## config.mk

```make
export PLATFORM = sky130hd
export DESIGN_NAME = shift_fifo
export DESIGN_NICKNAME = d
export VERILOG_FILES = /design/src/rtl/shift_fifo_pkg.sv /design/src/rtl/sf_tap_sreg.sv /design/src/rtl/sf_occ_ctr.sv /design/src/rtl/sf_flags.sv /design/src/rtl/shift_fifo.sv
export SDC_FILE = /design/constraint.sdc
export NUM_CORES = 1
export LEC_CHECK = 0
export BUFFER_PORTS_ARGS = -buffer_cell sky130_fd_sc_hd__buf_2
export CAP_MARGIN = 10
export CORE_UTILIZATION = 30
export CTS_CLUSTER_SIZE = 10
export DETAILED_ROUTE_END_ITERATION = 10
export GPL_TIMING_DRIVEN = 0
export PLACE_DENSITY = 0.55
export SYNTH_ARGS = -nofsm -noshare
export SYNTH_HDL_FRONTEND = slang
export SYNTH_HIERARCHICAL = 1
export SYNTH_SLANG_ARGS = --single-unit
export TNS_END_PERCENT = 1
```

## constraint.sdc

```tcl
create_clock -name clk_i -period 10.6 [get_ports clk_i]
set_input_delay 1.06 -clock clk_i [delete_from_list [all_inputs] [get_ports clk_i]]
set_output_delay 1.06 -clock clk_i [all_outputs]
set_load 0.005 [all_outputs]
```

## src/rtl/shift_fifo_pkg.sv

```systemverilog
package shift_fifo_pkg;
  localparam int unsigned DEPTH  = 16;
  localparam int unsigned ADDR_W = $clog2(DEPTH);
  localparam int unsigned CNT_W  = ADDR_W + 1;

  typedef logic [CNT_W-1:0]  cnt_t;
  typedef logic [ADDR_W-1:0] tap_t;

  // net effect of one cycle on the occupancy
  typedef enum logic [1:0] {
    OP_IDLE = 2'b00,
    OP_PUSH = 2'b01,
    OP_POP  = 2'b10,
    OP_SWAP = 2'b11
  } op_e;
endpackage

```

## src/rtl/sf_tap_sreg.sv

```systemverilog
// one data bit: shift register with a selectable output tap
module sf_tap_sreg #(
  parameter int unsigned DEPTH = 16,
  localparam int unsigned AW = $clog2(DEPTH)
) (
  input  logic          clk_i,
  input  logic          shift_i,
  input  logic          d_i,
  input  logic [AW-1:0] tap_i,
  output logic          q_o
);
  logic [DEPTH-1:0] stage_q;

  // storage has no reset on purpose
  always_ff @(posedge clk_i) begin
    if (shift_i) stage_q <= {stage_q[DEPTH-2:0], d_i};
  end

  assign q_o = stage_q[tap_i];
endmodule

```

## src/rtl/sf_occ_ctr.sv

```systemverilog
module sf_occ_ctr
  import shift_fifo_pkg::*;
(
  input  logic clk_i,
  input  logic rst_ni,
  input  op_e  op_i,
  output cnt_t cnt_o
);
  cnt_t cnt_q;

  always_ff @(posedge clk_i or negedge rst_ni) begin
    if (!rst_ni) begin
      cnt_q <= '0;
    end else begin
      unique case (op_i)
        OP_PUSH: cnt_q <= cnt_q + cnt_t'(1);
        OP_POP:  cnt_q <= cnt_q - cnt_t'(1);
        default: cnt_q <= cnt_q;
      endcase
    end
  end

  assign cnt_o = cnt_q;

  AST_CNT_BOUND: assert property (@(posedge clk_i) disable iff (!rst_ni)
    cnt_q <= cnt_t'(DEPTH));
  AST_NO_OVERFLOW: assert property (@(posedge clk_i) disable iff (!rst_ni)
    (op_i == OP_PUSH) |-> (cnt_q != cnt_t'(DEPTH)));
  AST_NO_UNDERFLOW: assert property (@(posedge clk_i) disable iff (!rst_ni)
    (op_i == OP_POP) |-> (cnt_q != '0));
endmodule

```

## src/rtl/sf_flags.sv

```systemverilog
module sf_flags
  import shift_fifo_pkg::*;
(
  input  cnt_t cnt_i,
  output logic empty_o,
  output logic full_o,
  output logic half_o,
  output tap_t tap_o
);
  cnt_t last;

  assign empty_o = (cnt_i == '0);
  assign full_o  = cnt_i[CNT_W-1];
  // 8..15 set bit 3, 16 sets bit 4
  assign half_o  = cnt_i[CNT_W-1] | cnt_i[CNT_W-2];
  // oldest word sits at stage count-1
  assign last    = cnt_i - cnt_t'(1);
  assign tap_o   = last[ADDR_W-1:0];
endmodule

```

## src/rtl/shift_fifo.sv

```systemverilog
module shift_fifo
  import shift_fifo_pkg::*;
#(
  parameter int unsigned DATA_W = 8
) (
  input  logic              clk_i,
  input  logic              rst_ni,
  input  logic              wr_i,
  input  logic [DATA_W-1:0] wr_data_i,
  input  logic              rd_i,
  output logic [DATA_W-1:0] rd_data_o,
  output logic              full_o,
  output logic              empty_o,
  output logic              half_o,
  output logic [CNT_W-1:0]  count_o
);
  logic wr_ok, rd_ok;
  op_e  op;
  cnt_t cnt;
  tap_t tap;

  assign wr_ok = wr_i & ~full_o;
  assign rd_ok = rd_i & ~empty_o;
  assign op    = op_e'({rd_ok, wr_ok});

  sf_occ_ctr u_ctr (
    .clk_i  (clk_i),
    .rst_ni (rst_ni),
    .op_i   (op),
    .cnt_o  (cnt)
  );

  sf_flags u_flags (
    .cnt_i   (cnt),
    .empty_o (empty_o),
    .full_o  (full_o),
    .half_o  (half_o),
    .tap_o   (tap)
  );

  for (genvar b = 0; b < DATA_W; b++) begin : g_bit
    sf_tap_sreg #(.DEPTH(DEPTH)) u_sreg (
      .clk_i   (clk_i),
      .shift_i (wr_ok),
      .d_i     (wr_data_i[b]),
      .tap_i   (tap),
      .q_o     (rd_data_o[b])
    );
  end

  assign count_o = cnt;

  AST_FULL_HOLD: assert property (@(posedge clk_i) disable iff (!rst_ni)
    full_o && wr_i && !rd_i |=> full_o && $stable(rd_data_o));
  AST_EMPTY_HOLD: assert property (@(posedge clk_i) disable iff (!rst_ni)
    empty_o && rd_i && !wr_i |=> empty_o);
  AST_SWAP_COUNT: assert property (@(posedge clk_i) disable iff (!rst_ni)
    wr_i && rd_i && !empty_o && !full_o |=> $stable(count_o));
  AST_IDLE_HOLD: assert property (@(posedge clk_i) disable iff (!rst_ni)
    !wr_i && !rd_i && !empty_o |=> $stable(count_o) && $stable(rd_data_o));
  AST_PUSH_STEP: assert property (@(posedge clk_i) disable iff (!rst_ni)
    wr_i && !rd_i && !full_o |=> count_o == $past(count_o) + 1'b1);
  AST_FLAG_EXCL: assert property (@(posedge clk_i) disable iff (!rst_ni)
    !(empty_o && full_o));
  AST_HALF_BELOW_FULL: assert property (@(posedge clk_i) disable iff (!rst_ni)
    full_o |-> half_o);
endmodule

```

==> results.sh <==
export IMPL_cp_slowest_stage_delay_ps=550
export IMPL_ant_nets=0
export IMPL_synthTopCellsByArea="edfxtp_1, mux4_1, mux2i_1, dfrtp_1, ha_1"
export IMPL_overflow=0
export IMPL_fp_coreArea_sq_mm=0.0175
export IMPL_track_usage=0.105
export IMPL_wl_per_cell_microns=16.8
export IMPL_cp_data_required_time_ps=9540
export IMPL_path_cells="inv_2 > buf_12 > ha_1 > inv_1 > buf_16 > mux4_1 > mux2i_1 > mux2i_1 > buf_2"
export IMPL_grt_pass1_wl_microns=14300
export IMPL_layout_nets=307
export IMPL_critPathLaunch="u_ctr/cnt_o[0]"
export IMPL_hold_class="flip-flop to flip-flop"
export IMPL_io_buffers=27
export IMPL_dieArea_sq_mm=0.0186
export IMPL_first_iter_violations=202
export IMPL_final_common_cell="edfxtp_1"
export IMPL_p_per_area_mw_per_mm2=326
export IMPL_cp_max_fo=27
export IMPL_clk_pin_slew_ps=60
export IMPL_wl_met2_microns=4010
export IMPL_synth_top_area_frac=0.708
export IMPL_ioPinCount=28
export IMPL_layout_cells_non_filler=526
export IMPL_crit_path_start_kind="flip-flop"
export IMPL_finalWirelength_microns=8840
export IMPL_wl_met1_microns=4390
export IMPL_dpl_hpwl_microns=5410
export IMPL_fmax_mhz=232
export IMPL_drcViolationCount=0
export IMPL_vias=2454
export IMPL_via_per_inst=4.67
export IMPL_hold_start="g_bit[1].u_sreg/stage_q[5]"
export IMPL_fin_util=0.375
export IMPL_end_kind="output port"
export IMPL_initial_utilization=0.310
export IMPL_cpLargestDelayFamily="buffers and inverters"
export IMPL_cts_root_buf="clkbuf_16"
export IMPL_tightest_slew_ps=1010
export IMPL_syn_inst=237
export IMPL_fin_crit_ps=4310
export IMPL_antenna_found_initial=0
export IMPL_cts_htree_levels=4
export IMPL_ys_seq_elements=133
export IMPL_place_inst=495
export IMPL_setup_tns_ps=0
export IMPL_cts_tree="done"
export IMPL_synth_warnings=6
export IMPL_post_cts_buffers=0
export IMPL_met3WireLength_microns=349
export IMPL_place_congestion=0.696
export IMPL_r2r_start="u_ctr/cnt_o[4]"
export IMPL_yosysUniqueCellTypes=27
export IMPL_cp_common_cell="mux2i_1"
export IMPL_crit_path_top_delay_cell="inv_1"
export IMPL_syn_avg_cell_area_sq_um=22.9
export IMPL_mappedNetlistNets=255
export IMPL_holdWs_ps=439
export IMPL_yosysSeqAreaShare=0.731
export IMPL_final_cell_mix="edfxtp_1, mux4_1, buf_2"
export IMPL_crit_buf_inv=5
export IMPL_first_pass_iters=5
export IMPL_fp_row_count=48
export IMPL_hold_viol_final=0
export IMPL_antenna_cells=0
export IMPL_peakVddDrop_mv=0.152
export IMPL_ctsLongestPathBuffers=2
export IMPL_numCtsBuffers=17
export IMPL_fin_crit_sh=0.407
export IMPL_status="finished clean"
export IMPL_die_h_microns=136
export IMPL_drive_above_1_share=0.236
export IMPL_cts_hold_buf=0
export IMPL_top_layer_used="met4"
export IMPL_final_setup_viol_count=0
export IMPL_grt_setup_unrepaired="false"
export IMPL_grt_pass1_vias=2556
export IMPL_finClkSkew_ps=8.52
export IMPL_crit_type="flip-flop to output port"
export IMPL_area_growth_pct=20.7
export IMPL_die_w_microns=136
export IMPL_clk_insertion_delay_late_ps=410
export IMPL_slew_violations=0
export IMPL_cap_violations=0
export IMPL_grt_max_degree=36
export IMPL_yosysTopAreaCell="edfxtp_1"
export IMPL_cts_resized=0
export IMPL_relSlewSlack=0.325
export IMPL_cp_arrival_ps=3250
export IMPL_syn_area_sq_mm=0.00543
export IMPL_cts_sinks=133
export IMPL_p_leak_nw=2.35
state kept, by name, indices dropped and copies added (netlist names):
name and count:
g_bit.u_sreg/stage_q 128, u_ctr/cnt_o 5
kinds of logic (layout without fill, tap and decap cells):
| kind of cell | Yosys count | count (layout) | synth area share |
|---|---|---|---|
| multiplexers | 58 | 58 | 0.203 |
| XOR/XNOR | 8 | 8 | 0.0129 |
| AND/OR/NAND/NOR | 18 | 18 | 0.0233 |
| adder cells (fa/ha/maj) | 6 | 6 | 0.0138 |
| flip-flops | 133 | 133 | 0.731 |
| buffers and inverters | 7 | 71 | 0.00692 |
| AO/OA/AOI/OAI | 7 | 7 | 0.00853 |
cell usage after synthesis:
cell type,number
edfxtp_1,128
mux4_1,32
mux2i_1,25
xor2_1,7
ha_1,6
dfrtp_1,5
inv_1,4
nor2_1,4
buf_4,3
a21oi_1,2
nand3_1,2
nor2b_4,2
nor3b_1,2
o21ai_1,2
a21o_2,1
a311oi_1,1
and3b_2,1
mux2_2,1
nand2_1,1
nand2b_1,1
nand4_1,1
nor2b_1,1
nor3_1,1
nor3b_2,1
o21ai_2,1
or2_4,1
xnor2_1,1
final cells by class:
| type | instances | area (sq um) |
|---|---|---|
| Timing Repair Buffer | 33 | 258 |
| Clock buffer | 19 | 433 |
| Inverter | 4 | 15.0 |
| Fill cell | 1588 | 10900 |
| Multi-Input combinational cell | 97 | 1440 |
| Clock inverter | 12 | 138 |
| Sequential cell | 133 | 3970 |
| Buffer | 3 | 22.5 |
| Tap cell | 225 | 282 |
layer usage:
metal | track usage | up-vias
met4 | 0.0407 | 0
met1 | 0.145 | 1276
met2 | 0.151 | 42
li1 | - | 1129
met5 | 0 | -
met3 | 0.0381 | 7
metrics by stage:
stage	setup WS, ps	power (mW)	area, sq um
2_1_floorplan	5940	1.29	5430
3_3_place_gp	5110	1.54	5840
3_5_place_dp	6600	1.60	5980
4_1_cts	6180	2.18	6550
5_1_grt	6020	2.27	6550
6_report	6290	2.14	6550
worst paths after layout:
kind | to | slack [ps] | depth (start not counted)
worst max-delay path | rd_data_o[3] | 6290 | 9
worst min-delay path | g_bit[1].u_sreg/stage_q[6] | 440 | 0
worst max register to register | u_ctr/cnt_o[4] | 7590 | 11
worst min register to register | g_bit[1].u_sreg/stage_q[6] | 440 | 0
max in group asynchronous | u_ctr/cnt_o[4] | 10010 | 1
min in group asynchronous | u_ctr/cnt_o[3] | 460 | 1
report_power, final:
part	switching (mW)	internal, mW
Sequential	0.0658	0.741
Combinational	0.377	0.383
Clock	0.205	0.364
Total	0.647	1.49
No activity file was read; power rests on OpenSTA's default activity.
